==> src/rtl/zt_sram_pkg.sv <==
package zt_sram_pkg;
  localparam int DATA_W  = 16;
  localparam int LANES   = 2;
  localparam int LANE_DW = DATA_W / LANES;
  localparam int LANE_W  = LANE_DW + 1;
  localparam int WORD_W  = DATA_W + LANES;

  // lane l owns data bits [l*LANE_DW +: LANE_DW] and parity bit DATA_W+l
  function automatic logic [WORD_W-1:0] lane_bits(input logic [LANES-1:0] sel);
    logic [WORD_W-1:0] m;
    m = '0;
    for (int l = 0; l < LANES; l++) begin
      for (int b = 0; b < LANE_DW; b++) m[l*LANE_DW+b] = sel[l];
      m[DATA_W+l] = sel[l];
    end
    return m;
  endfunction

  typedef struct packed {
    logic             vld;
    logic             wr;
    logic [LANES-1:0] sel;
  } ctl_t;
endpackage

==> src/rtl/zt_cmd_pipe.sv <==
module zt_cmd_pipe
  import zt_sram_pkg::*;
#(
  parameter int AW = 8
) (
  input  logic             clk_i,
  input  logic             rst_ni,
  input  logic             en_i,
  input  logic             acc_i,
  input  logic             wr_i,
  input  logic [LANES-1:0] sel_i,
  input  logic [AW-1:0]    addr_i,
  output logic             s1_rd_o,
  output logic             s1_wr_o,
  output logic [AW-1:0]    s1_addr_o,
  output logic             s2_wr_o,
  output logic [LANES-1:0] s2_sel_o,
  output logic [AW-1:0]    s2_addr_o
);
  ctl_t          s1_q, s2_q;
  logic [AW-1:0] a1_q, a2_q;

  always_ff @(posedge clk_i or negedge rst_ni) begin
    if (!rst_ni) begin
      s1_q <= '0;
      s2_q <= '0;
      a1_q <= '0;
      a2_q <= '0;
    end else if (en_i) begin
      s1_q <= '{vld: acc_i, wr: wr_i, sel: sel_i};
      a1_q <= addr_i;
      s2_q <= s1_q;
      a2_q <= a1_q;
    end
  end

  assign s1_rd_o   = s1_q.vld && !s1_q.wr;
  assign s1_wr_o   = s1_q.vld &&  s1_q.wr;
  assign s1_addr_o = a1_q;
  assign s2_wr_o   = s2_q.vld &&  s2_q.wr;
  assign s2_sel_o  = s2_q.sel;
  assign s2_addr_o = a2_q;
endmodule

==> src/rtl/zt_mem_array.sv <==
module zt_mem_array
  import zt_sram_pkg::*;
#(
  parameter int AW = 8
) (
  input  logic              clk_i,
  input  logic              wr_en_i,
  input  logic [AW-1:0]     waddr_i,
  input  logic [LANES-1:0]  wsel_i,
  input  logic [WORD_W-1:0] wdata_i,
  input  logic [AW-1:0]     raddr_i,
  output logic [WORD_W-1:0] rdata_o
);
  localparam int DEPTH = 1 << AW;

  for (genvar l = 0; l < LANES; l++) begin : g_lane
    logic [LANE_W-1:0] mem [DEPTH];
    logic [LANE_W-1:0] rd;

    always_ff @(posedge clk_i) begin
      if (wr_en_i && wsel_i[l])
        mem[waddr_i] <= {wdata_i[DATA_W+l], wdata_i[l*LANE_DW +: LANE_DW]};
    end

    assign rd = mem[raddr_i];
    assign rdata_o[l*LANE_DW +: LANE_DW] = rd[LANE_DW-1:0];
    assign rdata_o[DATA_W+l]             = rd[LANE_DW];
  end
endmodule

==> src/rtl/zt_rd_path.sv <==
module zt_rd_path
  import zt_sram_pkg::*;
(
  input  logic              clk_i,
  input  logic              rst_ni,
  input  logic              en_i,
  input  logic              rd_go_i,
  input  logic              fwd_i,
  input  logic [LANES-1:0]  fwd_sel_i,
  input  logic [WORD_W-1:0] mem_rdata_i,
  input  logic [WORD_W-1:0] dq_i,
  input  logic              oe_ni,
  output logic [WORD_W-1:0] dq_o,
  output logic              dq_oe_o
);
  logic [WORD_W-1:0] fmask, rword, dout_q;
  logic              drive_q;

  assign fmask = fwd_i ? lane_bits(fwd_sel_i) : '0;
  assign rword = (mem_rdata_i & ~fmask) | (dq_i & fmask);

  always_ff @(posedge clk_i or negedge rst_ni) begin
    if (!rst_ni) begin
      dout_q  <= '0;
      drive_q <= 1'b0;
    end else if (en_i) begin
      drive_q <= rd_go_i;
      if (rd_go_i) dout_q <= rword;
    end
  end

  assign dq_o    = dout_q;
  assign dq_oe_o = drive_q && !oe_ni;
endmodule

==> src/rtl/zt_sram.sv <==
module zt_sram
  import zt_sram_pkg::*;
#(
  parameter int AW = 8
) (
  input  logic              clk_i,
  input  logic              rst_ni,
  input  logic              cen_ni,
  input  logic              ce1_ni,
  input  logic              ce2_i,
  input  logic              ce3_ni,
  input  logic              adv_ld_i,
  input  logic              we_ni,
  input  logic [LANES-1:0]  bws_ni,
  input  logic [AW-1:0]     addr_i,
  input  logic              oe_ni,
  input  logic [WORD_W-1:0] dq_i,
  output logic [WORD_W-1:0] dq_o,
  output logic              dq_oe_o
);
  logic              en, acc;
  logic              s1_rd, s1_wr, s2_wr;
  logic [AW-1:0]     s1_addr, s2_addr;
  logic [LANES-1:0]  s2_sel;
  logic [WORD_W-1:0] mem_rdata;
  logic              fwd;

  assign en  = !cen_ni;
  assign acc = !ce1_ni && ce2_i && !ce3_ni && !adv_ld_i;

  zt_cmd_pipe #(.AW(AW)) u_pipe (
    .clk_i     (clk_i),
    .rst_ni    (rst_ni),
    .en_i      (en),
    .acc_i     (acc),
    .wr_i      (!we_ni),
    .sel_i     (~bws_ni),
    .addr_i    (addr_i),
    .s1_rd_o   (s1_rd),
    .s1_wr_o   (s1_wr),
    .s1_addr_o (s1_addr),
    .s2_wr_o   (s2_wr),
    .s2_sel_o  (s2_sel),
    .s2_addr_o (s2_addr)
  );

  zt_mem_array #(.AW(AW)) u_mem (
    .clk_i   (clk_i),
    .wr_en_i (en && s2_wr),
    .waddr_i (s2_addr),
    .wsel_i  (s2_sel),
    .wdata_i (dq_i),
    .raddr_i (s1_addr),
    .rdata_o (mem_rdata)
  );

  // write in its data slot while the next read loads: bypass by lane
  assign fwd = s2_wr && !s1_wr && (s1_addr == s2_addr);

  zt_rd_path u_rd (
    .clk_i       (clk_i),
    .rst_ni      (rst_ni),
    .en_i        (en),
    .rd_go_i     (s1_rd),
    .fwd_i       (fwd),
    .fwd_sel_i   (s2_sel),
    .mem_rdata_i (mem_rdata),
    .dq_i        (dq_i),
    .oe_ni       (oe_ni),
    .dq_o        (dq_o),
    .dq_oe_o     (dq_oe_o)
  );
endmodule

==> config.mk <==
export PLATFORM = sky130hd
export DESIGN_NAME = zt_sram
export DESIGN_NICKNAME = d
export VERILOG_FILES = /design/src/rtl/zt_sram_pkg.sv /design/src/rtl/zt_cmd_pipe.sv /design/src/rtl/zt_mem_array.sv /design/src/rtl/zt_rd_path.sv /design/src/rtl/zt_sram.sv
export SDC_FILE = /design/constraint.sdc
export NUM_CORES = 2
export LEC_CHECK = 0
export BUFFER_PORTS_ARGS = -buffer_cell sky130_fd_sc_hd__buf_2
export CAP_MARGIN = 20
export CORE_MARGIN = 2
export CORE_UTILIZATION = 68
export DETAILED_ROUTE_END_ITERATION = 6
export PLACE_DENSITY_LB_ADDON = 0.25
export SLEW_MARGIN = 15
export SYNTH_ARGS = -nofsm -noshare
export SYNTH_HDL_FRONTEND = slang
export SYNTH_HIERARCHICAL = 1
export SYNTH_MEMORY_MAX_BITS = 65536
export SYNTH_SLANG_ARGS = --single-unit
==> constraint.sdc <==
create_clock -name clk_i -period 6.2 [get_ports clk_i]
set_input_delay 1.24 -clock clk_i [delete_from_list [all_inputs] [get_ports clk_i]]
set_output_delay 1.24 -clock clk_i [all_outputs]
set_load 0.02 [all_outputs]
---- After elaboration in Yosys (flattened, before gate mapping) ----
Memories as Yosys holds them, arrays and structs flattened.
Index checks and enable logic that the tools add are counted.
storage, ports and cells
  memory bits (writable) .................. 4,608
  word-level logic and storage cells ...... 45
  output and inout bits ................... 19
  input port bits ......................... 37
  register bits after elaboration ......... 43
  memories ................................ 2
cells by class
  eq/ne operators ......................... 1
  muxes and demuxes ....................... 5
  bitwise operators ....................... 6
  reductions and logical operators ........ 21
memory list
  name                 depth  bits a word  read ports  clocked after memory_dff  write ports  line                source
  u_mem.g_lane[0].mem  256    9            1           0                         1            zt_mem_array.sv:17  logic [LANE_W-1:0] mem [DEPTH];
  u_mem.g_lane[1].mem  256    9            1           0                         1            zt_mem_array.sv:17
operators by type and width
  operator           count
  $and 18x18->18     2
  $mux 18            1
  $not 18->18        1
  $or 18x18->18      1
  $logic_and 1x1->1  12
  $eq 8x8->1         1
  $logic_not 1->1    8
  $mux 1             4
  $not 2->2          1
  $reduce_and 2->1   1
  $not 1->1          1

---- Longest topological paths before layout ----
  depth in word-level cells ............... 8
  mapped depth ............................ 14

---- Cells and area by module ----
The synthesis kept the hierarchy.
by module, submodules not included
  module        seq. area each (um^2)  instances  cells each  area each (um^2)
  zt_mem_array  138,372.7              1          8,493       179,345.8
  zt_rd_path    475.5                  1          108         1,103.6
  zt_cmd_pipe   600.6                  1          56          1,031.0
  zt_sram       0.0                    1          18          128.9

---- Worst setup path after synthesis ----
OpenSTA, ideal clock, no wires.
  path type ............................... input -> register
  start ................................... input port cen_ni
  end ..................................... memory u_mem/g_lane[1].mem[192][0] in the netlist's numbering, enable pin
  path buffers ............................ 1
  slack ................................... 3.119 ns
  setup time .............................. 0.374 ns
  stages on the path ...................... 6
  data arrival time ....................... 2.707 ns
  cells stage by stage .................... nor2b_1 > nand2_1 > nor3_1 > nand3_1 > clkbuf_1 > nor2_1
on the way
  cells in the longest elaborated chain, start to end .. 5
ends and longest elaborated chain
  element                       line                source
  start: declaration            zt_sram.sv:8        input logic cen_ni,
  $logic_not 1->1               zt_sram.sv:28       assign en = !cen_ni;
  $logic_and 1x1->1             zt_sram.sv:49       .wr_en_i (en && s2_wr),
  $logic_and 1x1->1             zt_mem_array.sv:21  if (wr_en_i && wsel_i[l])
  $mux 1                        zt_mem_array.sv:21
  $mux 1 (not written as such)  zt_mem_array.sv:22  mem[waddr_i] <= {wdata_i[DATA_W+l], wdata_i[l*LANE_DW +: LANE_DW]};
  end: declaration              zt_mem_array.sv:17
No other way between the ends.

---- Worst setup path in the final report ----
  start ................................... register u_pipe.a1_q[0], in the netlist u_pipe/s1_addr_o[0]
  end ..................................... register u_rd.dout_q[4], in the netlist u_rd/dq_o[4]
on the way
  elaborated cells between the ends (all ways) .. 8
RTL lines
  element                   line               source
  start: declaration        zt_cmd_pipe.sv:21  logic [AW-1:0] a1_q, a2_q;
  start signal: assignment  zt_cmd_pipe.sv:31  a1_q <= addr_i;
  $mem_v2 256x9             n/a
  net mem_rdata[4]          zt_sram.sv:25      logic [WORD_W-1:0] mem_rdata;
  $and 18x18->18            zt_rd_path.sv:20   assign rword = (mem_rdata_i & ~fmask) | (dq_i & fmask);
  $or 18x18->18             zt_rd_path.sv:20
  end signal: assignment    zt_rd_path.sv:28   if (rd_go_i) dout_q <= rword;
  end: declaration          zt_rd_path.sv:16   logic [WORD_W-1:0] fmask, rword, dout_q;
The timed path passes the listed nets, and every way through them passes these cells.
A chain may end at the register's enable or synchronous reset.

==> results.txt <==
----------------------------------------------------
[Pwr]
  Maximum VDD drop ... 0.000325 V
  Switching part of the total ... 23.4%
  Seq pwr share ... 51.6%
  Clock Power Share ... 39.6%
  Internal power ... 0.0518 W
  P per Cell Area ... 339 nW/um^2
  Leakage power ... 62.8 nW
  Net switching power ... 0.0158 W
  Gate power share ... 8.8%

[Placed design]
  Total placed cells including tap cells ... 11900
  Post-DP HPWL ... 271000 microns
  Routability congestion estimate from global placement ... 0.950
  Number of buffer cells added on primary ports ... 55
  Area of placed instances ... 185000 sq um

[Route]
  DRC viols ... 19
  Drt first pass iters ... 7
  Number of DRC markers after the initial detailed-route iteration ... 16300
  Vias ... 95400
  Routed Wire Length ... 481000 microns
  Antenna violation net count after detailed routing ... 0
  Routed vias/inst ... 7.50
  Routed wirelength normalized by instance count ... 37.8 microns

[GRT]
  Maximum number of pins on one net before global-route repair ... 178
  Number of antenna violations at the first check in global routing ... 26
  First-pass GRT wire length ... 686000 microns
  GRT overflow ... 0
  Number of global-route vias before repair ... 93400
  GRT Resource Usage Total ... 35.6%

[Timing]
  Slew margin rel. ... 10.8%
  Total Negative Setup Slacks ... 0 ns
  Post-route minimum period ... 5.13 ns
  RSZ-0062 raised after global routing ... no
  Final cycle utilization of the critical path ... 82.7%
  Max Fclk ... 195 MHz
  Final Max Tran Viols ... 0
  Clock Skew ... 0.0466 ns
  Endpoints failing hold ... 0
  Final count of negative-setup-slack endpoints ... 0
  Pin slew with the least headroom to its limit ... 1.33 ns

[Clock tree]
  Number of hold buffers added after CTS ... 0
  Clock net sink count ... 4651
  Clock-pin transition on the worst setup and hold timing paths ... 0.07 ns
  Clock tree from TritonCTS ... yes
  Root buffer cell ... clkbuf_16
  Resize count post-CTS ... 0
  Bufs on Longest Clock Path ... 4
  H-tree depth ... 5
  Num CTS Buffers ... 440
  Post-CTS setup repair buffer count ... 0
  Worst skew pair latency ... 0.97 ns

[Layout]
  Design Area, Final ... 199000 sq um
  Number of nets in the layout ... 8825
  Most common cell after layout, fill and taps aside ... edfxtp_1
  Filler Cell Count ... 13500
  Count of placed standard cells in the final layout, fillers left out ... 12700
  Layout cells sized above 1 ... 20.7%
  Commonest cells after routing, fill and taps aside ... edfxtp_1 (4608), mux4_2 (896), mux2i_1 (654), nor2_1 (538), clkbuf_16 (446)
  Layout overhead on the synthesized area ... 9.82%

[Logic synthesis]
  Number of nets in the synthesized netlist ... 8712
  Ys flop type ... edfxtp_1
  Netlist cell types ... 69
  Count of flip-flops with a built-in enable after synthesis ... 4608
  Sequential share of the synthesized area ... 76.8%
  Synthesis-stage register bit count ... 4651
  Top cell type's share of synthesized area ... 76.2%
  Average footprint of a synthesized cell ... 20.9 sq um
  Post-synth top area cell ... edfxtp_1
  Largest cells by area after synthesis ... edfxtp_1 (76%), mux4_2 (11%), mux2i_1 (3.6%), o221ai_1 (1.5%), nor2_1 (1.1%)
  Share of synthesized registers carrying an async set or reset ... 0.925%
  Mapped Cells ... 8675
  Post-synthesis instance area ... 182000 sq um
  Number of warnings reported in the yosys synthesis log ... 6

[Worst setup path]
  Nature of the critical path startpoint ... register
  Critical path fanouts, max ... 42
  Crit path from ... u_pipe/s1_addr_o[0]
  Internal reg-to-reg setup slack ... 1.07 ns
  Endpoint arrival time on the critical path ... 5.92 ns
  Kind of capture point of the worst setup path ... register
  Origin of the critical flop-to-flop path ... u_pipe/s1_addr_o[0]
  Critical setup path kind ... register to register
  Required time worst endpoint ... 7.00 ns

[Job]
  Number of max-capacitance violations reported ... 0

[Run status]
  Result of the run ... finished, violations left
  Violated checks ... DRC

[Floorplanning]
  Die W ... 521 microns
  Vertical die dimension ... 521 microns
  Initial core utilization ... 68.4%
  Number of primary I/O pins ... 56
  Core ar. ... 265000 sq um
  Die area ... 271000 sq um
  Count of standard-cell rows ... 189

[Hold path]
  Tightest Hold Check Type ... primary input to asynchronous set/reset pin

----------------------------------------------------
-- cell usage after synthesis, drive strengths merged, types with 15 or more instances --
cell	count
a211oi	41
a21bo	18
a21oi	161
a221oi	21
a22o	34
a31oi	26
a32oi	20
buf	290
clkbuf	269
dfrtp	43
edfxtp	4608
mux2	68
mux2i	654
mux4	911
nand2	93
nand3	96
nand4	20
nor2	540
nor2b	15
nor3	104
nor4	37
o21ai	37
o221ai	315
o22ai	142
o31ai	17
o32ai	20
-- per-stage QoR --
stage | hold WS (ns) | power (W) | util, % | setup WS (ns)
2_1_floorplan | 0.472 | 0.0389 | - | 3.12
3_3_place_gp | 0.484 | 0.0411 | 69.8 | 1.40
3_5_place_dp | 0.489 | 0.0412 | 69.8 | 1.37
4_1_cts | 0.355 | 0.0676 | 75.1 | 1.42
5_1_grt | 0.415 | 0.0689 | 75.2 | 1.20
6_report | 0.385 | 0.0676 | 75.2 | 1.07
-- logic make-up (layout without fill, tap and decap cells) --
kind of cell	Yosys count	in the layout	share of synthesized area, %
other cells	0	24	0
flops	4651	4651	76.8
buf+inv	568	1056	1.96
compound gates	876	876	3.56
simple gates	939	939	2.25
xor+xnor	8	8	0.0386
mux	1633	1633	15.4
-- final cells by class --
class                   instances  area [sq um]  share of cell area (%)
clock inverters               301          2860                    1.44
flip-flops and latches       4651        139000                    69.9
well taps                    3533          4420                    2.22
repair buffers                230          2340                    1.17
clock buffers                 516         11400                    5.73
multi-input cells            3456         38800                    19.5
inverters                       9          47.5                  0.0238
diodes                         24          60.1                  0.0301
-- final timing paths --
kind                                  endpoint  cells after the start
setup / recovery                  u_rd/dq_o[4]                     11
hold / removal                  u_pipe/s1_q[0]                      2
setup reg to reg                  u_rd/dq_o[4]                     11
hold reg to reg                   u_rd/drive_q                      1
max in group asynchronous  u_pipe/s1_addr_o[0]                      2
min in group clk_i         u_pipe/s1_addr_o[7]                      2
-- sequential cells by signal, summed over array words and instances (netlist names) --
name	flops
u_mem/g_lane.mem	4608
u_pipe/s1_addr_o	8
u_pipe/s1_q	4
u_pipe/s2_addr_o	8
u_pipe/s2_q	2
u_pipe/s2_sel_o	2
u_rd/dq_o	18
u_rd/drive_q	1
-- power groups by stage --
stage	Combinational, W	Clock, W	Sequential [W]
floorplan	0.00347	0	0.0354
global placement	0.00560	0	0.0355
detailed placement	0.00571	0	0.0355
CTS	0.00579	0.0270	0.0348
global route	0.00606	0.0280	0.0348
finish	0.00596	0.0268	0.0349
-- worst max-delay path, cell delays in order, from the launching register on --
cell and delay [ns]:
dfrtp_4 1.06, buf_12 0.39, buf_12 0.33, buf_12 0.35, mux4_2 0.54, o21a_1 0.27, a211oi_1 1.10, a31oi_1 0.21
nand4_1 0.15, nor4_1 0.09, a21bo_1 0.22, a31oi_1 0.08
-- routing by layer --
layer | part of all wire, % | track usage (%)
met5 | 0.039 | 0
met2 | 46 | 53.4
met1 | 34 | 49.5
met3 | 14 | 9.93
met4 | 5.6 | 17.0
Note: power is estimated with default switching activity, not from simulation.
